<file path="src/rtl/fwp_pkg.sv">
package fwp_pkg;

    typedef enum logic [2:0] {
        OP_NOP  = 3'd0,
        OP_WREN = 3'd1,
        OP_WRDI = 3'd2,
        OP_WRSR = 3'd3,
        OP_PROG = 3'd4,
        OP_SECT = 3'd5,
        OP_BULK = 3'd6,
        OP_RDSR = 3'd7
    } op_e;

    localparam int SR_LOCK = 7;
    localparam int SR_BPH  = 4;
    localparam int SR_BPL  = 2;
    localparam int SR_WEL  = 1;
    localparam int SR_BUSY = 0;

    typedef struct packed {
        logic       lock;
        logic [2:0] bp;
        logic       wel;
    } sreg_t;

    typedef struct packed {
        logic  acc;
        logic  rej;
        sreg_t nxt;
    } verdict_t;

    // True when the sector falls in the fenced upper region.
    function automatic logic region_locked(input logic [2:0] bp, input int sector,
                                           input int sec_bits);
        int k;
        k = int'(bp);
        if (k == 0) return 1'b0;
        if (k - 1 >= sec_bits) return 1'b1;
        return sector >= ((1 << sec_bits) - (1 << (k - 1)));
    endfunction

    function automatic logic [7:0] pack_status(input sreg_t s, input logic busy);
        logic [7:0] b;
        b               = '0;
        b[SR_LOCK]      = s.lock;
        b[SR_BPH:SR_BPL] = s.bp;
        b[SR_WEL]       = s.wel;
        b[SR_BUSY]      = busy;
        return b;
    endfunction

endpackage

</file>
<file path="src/rtl/fwp_sync.sv">
module fwp_sync #(
    parameter int STAGES = 2
) (
    input  logic clk,
    input  logic rst,
    input  logic async_i,
    output logic sync_o
);
    logic [STAGES-1:0] chain;

    always_ff @(posedge clk) begin
        if (rst) chain <= '0;
        else     chain <= {chain[STAGES-2:0], async_i};
    end

    assign sync_o = chain[STAGES-1];
endmodule

</file>
<file path="src/rtl/fwp_decide.sv">
module fwp_decide
    import fwp_pkg::*;
#(
    parameter int ADDR_W   = 20,
    parameter int SEC_BITS = 4
) (
    input  logic              cmd_valid,
    input  logic [2:0]        cmd_op,
    input  logic [7:0]        cmd_data,
    input  logic [ADDR_W-1:0] cmd_addr,
    input  logic              busy,
    input  logic              pin_hi,
    input  sreg_t             cur,
    output verdict_t          v
);
    logic [SEC_BITS-1:0] sector;
    logic                fenced;
    op_e                 op;

    assign op     = op_e'(cmd_op);
    assign sector = cmd_addr[ADDR_W-1 -: SEC_BITS];
    assign fenced = region_locked(cur.bp, int'(32'(sector)), SEC_BITS);

    always_comb begin
        v.acc = 1'b0;
        v.rej = 1'b0;
        v.nxt = cur;
        if (cmd_valid && op != OP_NOP) begin
            if (busy && op != OP_RDSR) begin
                v.rej = 1'b1;
            end else begin
                case (op)
                    OP_WREN: begin v.acc = 1'b1; v.nxt.wel = 1'b1; end
                    OP_WRDI: begin v.acc = 1'b1; v.nxt.wel = 1'b0; end
                    OP_RDSR: v.acc = 1'b1;
                    OP_WRSR: begin
                        if (!cur.wel) begin
                            v.rej = 1'b1;
                        end else if (cur.lock && !pin_hi) begin
                            v.rej     = 1'b1;
                            v.nxt.wel = 1'b0;
                        end else begin
                            v.acc      = 1'b1;
                            v.nxt.lock = cmd_data[SR_LOCK];
                            v.nxt.bp   = cmd_data[SR_BPH:SR_BPL];
                            v.nxt.wel  = 1'b0;
                        end
                    end
                    OP_PROG, OP_SECT: begin
                        if (!cur.wel) begin
                            v.rej = 1'b1;
                        end else begin
                            v.nxt.wel = 1'b0;
                            v.acc     = !fenced;
                            v.rej     = fenced;
                        end
                    end
                    OP_BULK: begin
                        if (!cur.wel) begin
                            v.rej = 1'b1;
                        end else begin
                            v.nxt.wel = 1'b0;
                            v.acc     = (cur.bp == 3'd0);
                            v.rej     = (cur.bp != 3'd0);
                        end
                    end
                    default: ;
                endcase
            end
        end
    end
endmodule

</file>
<file path="src/rtl/fwp_status.sv">
module fwp_status
    import fwp_pkg::*;
(
    input  logic     clk,
    input  logic     rst,
    input  verdict_t v,
    output sreg_t    cur,
    output logic     acc,
    output logic     rej
);
    always_ff @(posedge clk) begin
        if (rst) begin
            cur <= '0;
            acc <= 1'b0;
            rej <= 1'b0;
        end else begin
            cur <= v.nxt;
            acc <= v.acc;
            rej <= v.rej;
        end
    end
endmodule

</file>
<file path="src/rtl/flash_wp_ctrl.sv">
module flash_wp_ctrl
    import fwp_pkg::*;
#(
    parameter int ADDR_W     = 20,
    parameter int SEC_BITS   = 4,
    parameter int SYNC_DEPTH = 2
) (
    input  logic              clk,
    input  logic              rst,
    input  logic              wp_n,
    input  logic              busy_i,
    input  logic              cmd_valid,
    input  logic [2:0]        cmd_op,
    input  logic [7:0]        cmd_data,
    input  logic [ADDR_W-1:0] cmd_addr,
    output logic              acc_o,
    output logic              rej_o,
    output logic [7:0]        status_o
);
    logic     wp_hi;
    sreg_t    cur;
    verdict_t v;

    fwp_sync #(.STAGES(SYNC_DEPTH)) u_sync (
        .clk(clk), .rst(rst), .async_i(wp_n), .sync_o(wp_hi)
    );

    fwp_decide #(.ADDR_W(ADDR_W), .SEC_BITS(SEC_BITS)) u_decide (
        .cmd_valid(cmd_valid), .cmd_op(cmd_op), .cmd_data(cmd_data),
        .cmd_addr(cmd_addr), .busy(busy_i), .pin_hi(wp_hi), .cur(cur), .v(v)
    );

    fwp_status u_state (
        .clk(clk), .rst(rst), .v(v), .cur(cur), .acc(acc_o), .rej(rej_o)
    );

    assign status_o = pack_status(cur, busy_i);
endmodule

</file>
<file path="config.mk">
export PLATFORM = sky130hd
export DESIGN_NAME = flash_wp_ctrl
export DESIGN_NICKNAME = d
export VERILOG_FILES = /design/src/rtl/fwp_pkg.sv /design/src/rtl/fwp_sync.sv /design/src/rtl/fwp_decide.sv /design/src/rtl/fwp_status.sv /design/src/rtl/flash_wp_ctrl.sv
export SDC_FILE = /design/constraint.sdc
export NUM_CORES = 1
export LEC_CHECK = 0
export CAP_MARGIN = 25
export CORE_UTILIZATION = 30
export DETAILED_ROUTE_END_ITERATION = 10
export DONT_BUFFER_PORTS = 1
export PLACE_DENSITY_LB_ADDON = 0.08
export SYNTH_ARGS = -nofsm -noshare
export SYNTH_HDL_FRONTEND = slang
export SYNTH_SLANG_ARGS = --single-unit
</file>
<file path="constraint.sdc">
create_clock -name clk -period 3.15 [get_ports clk]
set_input_delay 0.4725 -clock clk [delete_from_list [all_inputs] [get_ports clk]]
set_output_delay 0.4725 -clock clk [all_outputs]
set_load 0.1 [all_outputs]
</file>
; ---- Word level (Yosys, flattened, before mapping)
; Cells that the tools add are included.
[classes]
n_addsub = 2
n_lt_le_gt_ge = 2
n_eq_ne = 8
shift = 1
n_mux = 19
n_bitwise = 3
n_reduce_logical = 17
[ops]
columns = operator, count
row1 = $ge A32 B4 Y1 const B, 1
row2 = $ge A5 B32 Y1, 1
row3 = $shl A1 B32 Y32 const A, 1
row4 = $sub A6 B32 Y32 const A, 1
row5 = $mux W1, 16
row6 = $eq A3 B3 Y1 const B, 4
row7 = $reduce_bool A3 Y1, 3
row8 = $eq A3 B2 Y1 const B, 2
row9 = $logic_not A3 Y1, 2
row10 = $pmux W1 S3, 2
row11 = $reduce_or A3 Y1, 2
row12 = $reduce_and A5 Y1, 1
row13 = $pmux W1 S4, 1
row14 = $reduce_or A2 Y1, 2
row15 = $reduce_or A4 Y1, 1
row16 = $sub A3 B1 Y4 const B, 1
row17 = $eq A3 B1 Y1 const B, 1
row18 = $logic_and A1 B1 Y1, 3
row19 = $ne A3 B3 Y1 const B, 1
row20 = $not A1 Y1, 3
row21 = $reduce_and A3 Y1, 1
row22 = $logic_not A1 Y1, 2
[totals]
ff_bits = 9
input_bits = 36
out_inout_bits = 10
word_cells = 58

; ---- Longest topological paths before layout
; Gate-level depths: netlist of the first run.
[logic_depth]
depth_word = 9
depth_mapped = 13
ltp_nobuf = 13

; ---- Hierarchy
; Synthesis of the first run repeated with hierarchy kept, for this count alone.
[unflattened]
cells_unflattened = 107
hier_area_um2 = 813.3
[by_module_without_submodules]
columns = mod, instances, cells_per_inst, area_per_inst_um2, seq_area_each_um2
row1 = fwp_decide, 1, 85, 550.5, 0.0
row2 = fwp_status, 1, 14, 183.9, 140.1
row3 = fwp_sync, 1, 4, 52.6, 40.0
row4 = flash_wp_ctrl, 1, 4, 26.3, 0.0

; ---- Worst setup path before layout of the first run
; No wires, ideal clock.
[synth_path]
kind = register to register
start = reg, netlist name u_state.cur[1]
end = reg u_state.rej
setup_ns = 0.117
arrival_ns = 3.476
t_required_ns = 3.033
path_slack_ns = -0.443
path_stages_with_launch = 13
n_path_buf = 0
synth_period_minus_slack_ns = 3.593
cell_sequence = dfxtp_1 -> inv_1 -> ha_1 -> o21ai_0 -> nand2_1 -> ha_1 -> xnor2_1 -> ha_1 -> a21oi_1 -> o21ai_0 -> a21o_1 -> a221o_1 -> and4bb_1
[synth_via]
elab_chain_len = 9
word_cells_on_any_way = 17
classes_between = add/sub: 2 / order compare: 2 / shift: 1 / mux: 10 / reduce/logical: 2
[synth_lines]
columns = item, line
row1 = $sub A3 B1 Y4, "fwp_pkg.sv:38, fwp_pkg.sv:39"
row2 = $shl A1 B32 Y32 / $ge A32 B4 Y1 (equally long branches), "fwp_pkg.sv:39, fwp_pkg.sv:38"
row3 = $sub A6 B32 Y32 / $mux W1 (equally long branches), "fwp_pkg.sv:39, fwp_pkg.sv:38"
row4 = $ge A5 B32 Y1 / $mux W1 (equally long branches), "fwp_pkg.sv:39, fwp_pkg.sv:38"
row5 = $mux W1, fwp_pkg.sv:39  ; return sector >= ((1 << sec_bits) - (1 << (k - 1)));
row6 = $mux W1, fwp_pkg.sv:38  ; if (k - 1 >= sec_bits) return 1'b1;
row7 = $mux W1, fwp_decide.sv:50  ; if (!cur.wel) begin
row8 = $pmux W1 S3 *, fwp_decide.sv:32  ; case (op)
row9 = $mux W1 *, fwp_decide.sv:29  ; if (busy && op != OP_RDSR) begin
row10 = "end signal, assigned", fwp_status.sv:19  ; rej <= v.rej;
row11 = "end, declared", fwp_status.sv:9  ; output logic rej
; Mark *: on every way between the ends. The rest lies on a longest branch, timed or not. The select of a mux whose other input is x is not followed.
; A chain may end at the register's enable or synchronous reset.

; ---- Worst setup path after layout of the first run
[layout_path]
start = reg, netlist name u_state.cur[1]
end = reg u_state.rej
[layout_via]
elab_chain_len = 9
word_cells_on_any_way = 17
classes_between = add/sub: 2 / order compare: 2 / shift: 1 / mux: 10 / reduce/logical: 2
[layout_lines]
columns = item, line
row1 = $sub A3 B1 Y4, "fwp_pkg.sv:38, fwp_pkg.sv:39"
row2 = $shl A1 B32 Y32 / $ge A32 B4 Y1 (equally long branches), "fwp_pkg.sv:39, fwp_pkg.sv:38"
row3 = $sub A6 B32 Y32 / $mux W1 (equally long branches), "fwp_pkg.sv:39, fwp_pkg.sv:38"
row4 = $ge A5 B32 Y1 / $mux W1 (equally long branches), "fwp_pkg.sv:39, fwp_pkg.sv:38"
row5 = $mux W1, fwp_pkg.sv:39
row6 = $mux W1, fwp_pkg.sv:38
row7 = $mux W1, fwp_decide.sv:50
row8 = $pmux W1 S3 *, fwp_decide.sv:32
row9 = $mux W1 *, fwp_decide.sv:29
; Marked as above.

==> impl_metrics.ini, run 1 <==
[route]
drtIter0Drc = 8
first_pass_iters = 3
drcViolationCount = 0
via_per_inst = 4.91
num_vias = 579
wl_per_cell_um = 11.5
postRouteAntennaNets = 0
drt_wl_total_mm = 1.36

[yosys]
ys_ff_latch = 9
synth_top_family_by_area = simple AND/OR/NAND/NOR gates
synth-edff-count = 0
async_reset_ff_share_pct = 0
synth_xor_area_share_pct = 1.20
synth_top_flop_cell = dfxtp_1
ys_top_cells_by_count = ha_1 (10), dfxtp_1 (9), nand2_1 (9), inv_1 (8), nor2_1 (6)
synth_adder_area_share_pct = 17.1
syn_area_um2 = 731
synthMuxAreaShare_pct = 7.02
synth.yosys.seq_area_share_pct = 24.7
synth_compound_area_share_pct = 20.5
synth_area_leaders = dfxtp_1 (25%), ha_1 (17%), mux2i_1 (5.5%)
synthDominantCellAreaShare_pct = 24.7
ys_types = 34
yosys.area.top_type = dfxtp_1
yosysWarnings = 0
syn_inst = 84
yosysMostFrequentCell = ha_1
synth-simple-area-share_pct = 20.7
synth_area_per_cell_um2 = 8.70

[setup_path]
r2r-start = u_state.cur[1]$_SDFFE_PP0P_
cp_max_fo = 7
endpoint_kind = flop
r2r_cells = 12
start_kind = flop
crit_start = u_state.cur[1]$_SDFFE_PP0P_
path_class = flop to flop
required_ps = 3310
arrival_ps = 3080

[timing]
slew_viol_final = 0
fmax_ghz = 0.342
grt_setup_unrepaired = no
worst_pin_slew_ps = 931
timing.final.crit_share_pct = 92.9
whs_ps = 269
hold_viol = 0
period_minus_slack_ps = 2930
finalSetupTns_ps = 0
maxSlewHeadroom_pct = 37.9
fin_skew_ps = 4.32
setup_viol = 0

[grt]
antenna_found_initial = 0
grt_pass1_vias = 540
grt-ovfl-total = 0
grt_pass1_wl_mm = 2.28
grt_max_degree = 10
track_usage_pct = 11.7

[die]
floorplan.initialDensity_pct = 32.4
num_rows = 17
die-area_mm2 = 0.00264
die_h_um = 51.4
die_x_um = 51.4
ios = 46
core_mm2 = 0.00225

[placement]
dp_hpwl_mm = 1.12
io_buffers = 0
gp_congestion = 0.736

[power]
vdd_ir_drop_max_uv = 291
power_leakage_nw = 0.313
fin_total_pwr_mw = 0.249
power.density_mw_per_mm2 = 306

[worst_hold_path]
min_from = rst
min_path_type = input port to flop
worstHoldPathCells = 1

[clocking]
cts_max_level = 1
clockRootBuffer = clkbuf_4
post_cts_buffers = 0
clock_latency_ps = 260
path_clk_slew_ps = 70
cts_sinks = 9
cts.hold.buffers_added = 0
cts_resized = 0
clockBufferDepth = 2
cts_tree = built
cts_buffers = 3

[layout]
diodes = 0
area_growth_pct = 11.3
nets = 137
drive_gt1_share_pct = 21.1
n_fill_cell = 254
utilization_pct = 36.1

[status]
status = finished, final reports clean

[run]
cap_violations = 0
==> flip-flops by register name, indices dropped and copies added, names as in the netlist <==
name and flops:
u_state.rej 1, u_sync.chain 2, u_state.acc 1, u_state.cur 5
==> area by class of cell <==
class / instances / area (um2) / share of cell area, %
Multi-Input combinational cell: 63 / 494 / 60.8
Sequential cell: 9 / 185 / 22.8
Timing Repair Buffer: 5 / 37.5 / 4.62
Tap cell: 28 / 35.0 / 4.31
Inverter: 9 / 33.8 / 4.15
Clock buffer: 3 / 22.5 / 2.77
Clock inverter: 1 / 5.00 / 0.615
==> routing by layer <==
layer / vias up / track usage [%] / share of wire [%]
met1: 255 / 14.5 / 52
met3: 0 / 5.65 / 6.6
li1: 306 / - / -
met2: 18 / 18.2 / 42
met5: - / 0 / 0
met4: 0 / 2.70 / 0
==> where the power goes <==
part           internal (mW)  switching [mW]  total, mW
registers              0.116         0.00977      0.125
logic                 0.0105          0.0226     0.0332
clock network         0.0468          0.0432     0.0901
total                  0.173          0.0756      0.249
==> stage by stage <==
| step | std cells | setup WS [ps] | instance area [um2] |
|---|---|---|---|
| floorplan | 85 | 20.1 | 739 |
| global placement | 114 | 246 | 786 |
| detailed placement | 114 | 186 | 786 |
| CTS | 118 | 176 | 813 |
| global route | 118 | 20.9 | 813 |
| finish | 118 | 224 | 813 |
==> cell usage in the layout, fill, tap and decap left out, types with 2 or more instances in the layout <==
master / netlist / layout
a21oi_1: 2 / 2
a221o_1: 2 / 2
buf_4: 3 / 5
clkbuf_4: 0 / 3
conb_1: 1 / 2
dfxtp_1: 9 / 7
ha_1: 10 / 10
inv_1: 8 / 8
mux2i_1: 4 / 4
nand2_1: 9 / 9
nor2_1: 6 / 6
nor2b_1: 4 / 4
nor3_1: 3 / 3
o21ai_0: 2 / 2
==> worst max-delay path: stages, from the launching register on <==
cell and delay, ps:
dfxtp_4 380, inv_1 90, ha_1 250, o21ai_0 300, nand2_1 130, ha_1 250
xnor2_1 180, ha_1 260, a21oi_1 140, o21ai_0 100, a21o_1 180, a221o_1 360
and4bb_1 190
==> final timing paths <==
kind	to	slack, ps
min	u_state.cur[1]$_SDFFE_PP0P_	270
min reg2reg	u_sync.chain[1]$_SDFF_PP0_	450
max	u_state.rej$_SDFF_PP0_	220
max reg2reg	u_state.rej$_SDFF_PP0_	220
==> kinds of logic after synthesis <==
family                   count (synthesis)
AND/OR/NAND/NOR                         26
AO/OA/AOI/OAI                           19
buffers and inverters                   13
adder cells (fa/ha/maj)                 10
flip-flops                               9
multiplexers                             5
other                                    1
XOR/XNOR                                 1
(Power assumes the default switching activity.)
==> run 2, diff against run 1 <==
Settings changed: ABC_AREA set to 1.
==> run 2 against run 1 <==
Synthesized cell count grew 33%. Cell area is 2.8% higher. Largest power group unchanged. Area after synthesis rose by 3.4%. Utilization is 0.31 points higher. Non-clock buffer count is the same. Via count increased by 10%. Flip-flop and latch count unchanged. Fmax up 19%.
==> impl_metrics.ini, run 2 <==
[yosys]
yosysMostFrequentCell = nand2_1
ys_top_cells_by_count = nand2_1 (30), inv_1 (15), ha_1 (10), nor2_1 (10), dfxtp_1 (9)
synthDominantCellAreaShare_pct = 23.8
synth_top_flop_cell = dfxtp_1
synth_area_per_cell_um2 = 6.75
syn_area_um2 = 756
yosys.area.top_type = dfxtp_1
syn_inst = 112
ys_types = 19
ys_ff_latch = 9
synth-edff-count = 0
yosysWarnings = 0
async_reset_ff_share_pct = 0
synth.yosys.seq_area_share_pct = 23.8
synth_area_leaders = dfxtp_1 (24%), ha_1 (17%), nand2_1 (15%)

[setup_path]
crit_start = u_state.cur[2]$_SDFFE_PP0P_
r2r_cells = 21
start_kind = flop
endpoint_kind = flop
r2r-start = u_state.cur[2]$_SDFFE_PP0P_
path_class = flop to flop
cp_max_fo = 5
arrival_ps = 2670
r2r-end = u_state.acc$_SDFF_PP0_
ff2ff_setup_slack_ps = 680
required_ps = 3350

[placement]
dp_hpwl_mm = 1.14
gp_congestion = 0.722
io_buffers = 0

[layout]
drive_gt1_share_pct = 16.0
largest-register = u_state.cur
utilization_pct = 36.4
largest_reg_flops = 5
diodes = 0
largest_registers = u_state.cur x5, u_sync.chain x2
nets = 166
final_cell_mix = nand2_1 (30), inv_1 (15), nor2_1 (10), ha_1 (10), dfxtp_1 (9)
n_fill_cell = 272
mostFrequentLayoutCell = nand2_1
area_growth_pct = 10.6

[clocking]
clock_latency_ps = 260
cts_max_level = 1
cts_resized = 0
cts_sinks = 9
post_cts_buffers = 0
cts_buffers = 3
path_clk_slew_ps = 60
cts.hold.buffers_added = 0
clockRootBuffer = clkbuf_4
clockBufferDepth = 2
cts_tree = built

[status]
status = finished, final reports clean

[grt]
antenna_found_initial = 0
top_usage_layer = met2
grt_pass1_wl_mm = 2.37
grt_pass1_vias = 618
grt-ovfl-total = 0
grt_max_degree = 8
grt_use_met1_pct = 15.1
use_met2_pct = 17.9
track_usage_pct = 12.1
met3_usage_pct = 5.80

[timing]
grt_setup_unrepaired = no
slew_viol_final = 0
period_minus_slack_ps = 2470
fmax_ghz = 0.405
finalSetupTns_ps = 0
setup_viol = 0
maxSlewHeadroom_pct = 37.8
fin_skew_ps = 2.82
hold_viol = 0
timing.final.crit_share_pct = 78.3
worst_pin_slew_ps = 932

[route]
drcViolationCount = 0
drt_wl_total_mm = 1.32
first_pass_iters = 4
num_vias = 639
via_per_inst = 4.35
postRouteAntennaNets = 0
drtIter0Drc = 7
wl_per_cell_um = 8.95

[die]
die_x_um = 52.2
num_rows = 17
die-area_mm2 = 0.00272
die_h_um = 52.2
floorplan.initialDensity_pct = 32.9
core_mm2 = 0.00230
ios = 46

[power]
power.density_mw_per_mm2 = 321
power_leakage_nw = 0.429
vdd_ir_drop_max_uv = 211

[worst_hold_path]
min_to = u_sync.chain[0]$_SDFF_PP0_
min_path_type = input port to flop
worstHoldPathCells = 1
min_from = rst

[run]
cap_violations = 0
==> run 2: cell count changes in the layout (fill, tap and decap cells not counted), moves of 3 or more <==
cell,delta
inv_1,+7
mux2i_1,-4
inv_2,+4
o21ai_1,+3
nor3_1,-3
nand2_1,+21
nor2b_1,-4
nor2_1,+4
nand3_1,+7
a21oi_1,+5
==> run 2: cell type report <==
type	instances	area, um2	area share [%]
Clock buffer	4	26.3	3.14
Inverter	21	105	12.6
Sequential cell	9	180	21.6
Timing Repair Buffer	5	37.5	4.49
Tap cell	28	35.0	4.19
Multi-Input combinational cell	80	452	54.0
==> run 2: how the worst max path moves through the flow <==
| stage | cells past startpoint | slack (ps) | to |
|---|---|---|---|
| after global routing | 21 | 290 | u_state.acc$_SDFF_PP0_ |
| after global placement | 20 | 670 | u_state.acc$_SDFF_PP0_ |
| after detailed placement | 21 | 630 | u_state.acc$_SDFF_PP0_ |
| after CTS | 21 | 620 | u_state.acc$_SDFF_PP0_ |
| after floorplan | 21 | 110 | u_state.acc$_SDFF_PP0_ |
| final | 21 | 680 | u_state.acc$_SDFF_PP0_ |
==> run 2: cell families (layout without fill, tap and decap cells) <==
kind of cell | count (synthesis) | in the layout | synth area share, %
and+or+nand+nor | 52 | 52 | 29.5
buffers and inverters | 24 | 30 | 16.9
AOI/OAI and AO/OA | 14 | 14 | 10.4
adders and majority gates | 10 | 10 | 16.6
DFF | 9 | 9 | 23.8
xor gates and xnor gates | 2 | 2 | 2.32
other | 1 | 2 | 0.496
==> run 2: per-stage QoR <==
stage / cells / setup slack (ps) / hold WS, ps / cell area, um2 / power (mW)
global route: 147 / 290 / 243 / 836 / 0.295
global placement: 143 / 671 / 393 / 810 / 0.182
floorplan: 113 / 106 / 388 / 759 / 0.184
detailed placement: 143 / 634 / 397 / 810 / 0.182
CTS: 147 / 622 / 268 / 836 / 0.274
finish: 147 / 684 / 277 / 836 / 0.268
==> run 2: critical path, stage by stage (launching register included) <==
cell and delay (ps):
dfxtp_1 410, inv_1 140, ha_1 210, inv_1 50
nand2_1 60, nand2_1 80, nand2_1 90, nor2_2 140
inv_2 50, ha_1 180, inv_1 80, xor2_1 150
ha_1 240, nand2_1 80, inv_2 30, nand2_1 50
nand2_1 40, nand2_1 60, nand3_1 60, nand2_1 80
nand2_1 60, nor2_1 70
==> run 2: layer usage <==
| layer | up-vias | share of wire [%] |
|---|---|---|
| met2 | 22 | 39 |
| met1 | 262 | 52 |
| met4 | 0 | 0 |
| met5 | - | 0 |
| li1 | 355 | - |
| met3 | 0 | 8.7 |
==> run 2: power by group <==
group | total [mW] | switching, mW | internal, mW
Combinational | 0.0502 | 0.0342 | 0.0160
Sequential | 0.129 | 0.0115 | 0.117
Clock | 0.0888 | 0.0400 | 0.0488
==> run 3, diff against run 2 <==
Clock period 3.15 ns to 2.3 ns, I/O delays scaled along.
==> run 3 against run 2 <==
Count of clock-buffer cells in the layout is the same. Non-clock buffer count increased by 4. Combinational power up 77%. Register-to-register slack lost 580 ps. Fmax up 12%. Utilization is 5.1 points higher. Routed wire length up 5.8%. Die area is the same. Worst setup slack lost 580 ps. Global-route usage down 0.54 points. Power is 37% higher. Critical endpoint unchanged. Largest cell class unchanged. Highest routed layer is now met4.
==> impl_metrics.ini, run 3 (synthesized netlist as in run 2, its figures left out) <==
[status]
status = finished, final reports clean

[grt]
met3_usage_pct = 4.64
grt_pass1_wl_mm = 2.30
use_met2_pct = 17.3
antenna_found_initial = 0
grt_pass1_vias = 590
track_usage_pct = 11.5
grt_use_met1_pct = 14.8
grt-ovfl-total = 0
top_usage_layer = met2
grt_max_degree = 8

[die]
die_h_um = 52.2
die-area_mm2 = 0.00272
floorplan.initialDensity_pct = 32.9
die_x_um = 52.2
ios = 46
core_mm2 = 0.00230
num_rows = 17

[layout]
stdcell_area_um2 = 953
largest-register = u_state.cur
diodes = 0
largest_registers = u_state.cur x5, u_sync.chain x2
final_cell_mix = nand2_1 (25), inv_1 (11), nor2_1 (10), buf_4 (9)
mostFrequentLayoutCell = nand2_1
drive_gt1_share_pct = 32.5
area_growth_pct = 26.2
seq_area_um2 = 189
nets = 170
stdcell_count = 151
n_fill_cell = 250
multi_input_area_um2 = 526
largest_reg_flops = 5

[setup_path]
start_kind = flop
arrival_ps = 2390
slowest_delay_ps = 380
r2r-start = u_state.cur[2]$_SDFFE_PP0P_
cp_slowest_cell = dfxtp_4
path_buf_inv = 5
ff2ff_setup_slack_ps = 100
path_depth = 21
path_class = flop to flop
cp_cell_sequence = inv_4 -> ha_4 -> inv_2 -> nand2_2 -> nand2_2 -> nand2_4 -> nor2_4 -> inv_2 -> ha_4 -> inv_2 -> xor2_1 -> ha_1 -> nand2_1 -> inv_2 -> nand2_1 -> nand2_1 -> nand2_1 -> nand3_2 -> nand2_2 -> nand2_1 -> nor2_1
worst_path_most_repeated_cell = nand2_1
cp_max_fo = 5
crit_family = simple AND/OR/NAND/NOR gates
endpoint_kind = flop
crit_start = u_state.cur[2]$_SDFFE_PP0P_
required_ps = 2490
r2r_cells = 21

[timing]
grt_setup_unrepaired = yes
hold_viol = 0
fmax_ghz = 0.455
setup_viol = 0
period_minus_slack_ps = 2200
timing.final.crit_share_pct = 95.6
fin_skew_ps = 0.828
slew_viol_final = 0
fin_ws_ps = 101
finalSetupTns_ps = 0

[placement]
dp_hpwl_mm = 1.20
place_area_um2 = 883
io_buffers = 0
gp_congestion = 0.772
pre_cts_ws_ps = 17.1
dp.cells = 145

[route]
num_vias = 658
wl_per_cell_um = 9.22
postRouteAntennaNets = 0
drtIter0Drc = 2
drcViolationCount = 0
first_pass_iters = 4
drt_wl_total_mm = 1.39
via_per_inst = 4.36

[clocking]
cts_buffers = 3
cts_max_level = 1
cts_tree = built
cts.hold.buffers_added = 0
cts_sinks = 9
path_clk_slew_ps = 60
clockRootBuffer = clkbuf_4
clock_latency_ps = 250
clockBufferDepth = 2

[power]
vdd_ir_drop_max_uv = 371
power_leakage_nw = 0.486
power.density_mw_per_mm2 = 386

[worst_hold_path]
min_path_type = input port to flop
worstHoldPathCells = 1
min_from = rst

[run]
cap_violations = 0
[run 3: cell count changes in the layout (fill, tap and decap cells not counted), moves of 2 or more]
cell / delta
ha_4: +3
inv_1: -4
nand2_2: +3
dfxtp_1: -3
inv_2: +2
inv_4: +2
dfxtp_4: +2
nand2_1: -5
ha_1: -3
nand2_4: +2
buf_4: +4
[run 3: stage by stage]
step / hold WS (ps) / util, % / power [mW]
floorplan: 388 / - / 0.251
global placement: 395 / 38.5 / 0.251
detailed placement: 401 / 38.5 / 0.252
CTS: 144 / 39.6 / 0.374
global route: 126 / 41.5 / 0.398
finish: 155 / 41.5 / 0.368
[run 3: repair_timing]
| action | CTS | global route |
|---|---|---|
| endpoints found under the setup margin | 0 | 2 |
| gates resized for setup | 0 | 7 |
| buffers inserted | 0 | 2 |
[run 3: path summary, 6_finish.rpt]
kind,to
max,u_state.acc$_SDFF_PP0_
min,u_sync.chain[0]$_SDFF_PP0_
max reg2reg,u_state.acc$_SDFF_PP0_
min reg2reg,u_sync.chain[1]$_SDFF_PP0_
[run 3: worst reg2reg max path: stages (launching register included)]
cell and delay (ps):
dfxtp_4 380, inv_4 60, ha_4 160, inv_2 40
nand2_2 50, nand2_2 90, nand2_4 60, nor2_4 90
inv_2 50, ha_4 150, inv_2 50, xor2_1 160
ha_1 250, nand2_1 80, inv_2 30, nand2_1 40
nand2_1 50, nand2_1 70, nand3_2 60, nand2_2 70
nand2_1 50, nor2_1 80
[run 3: cell type report]
class                      count  area share [%]
multi-input combinational     80            55.1
sequential                     9            19.8
inverter                      21            11.5
timing repair buffer           9            7.09
tap                           28            3.67
clock buffer                   4            2.76
[run 3: metal layers]
layer  up-vias  wire [um]
li1        368          -
met1       268        698
met2        20        584
met3         2        100
met4         0          9
met5         -          0
[run 3: power breakdown]
part	switching, mW	internal, mW	leakage [nW]
sequential	0.00277	0.159	0.0755
clock	0.0510	0.0666	0.0150
combinational	0.0629	0.0260	0.396
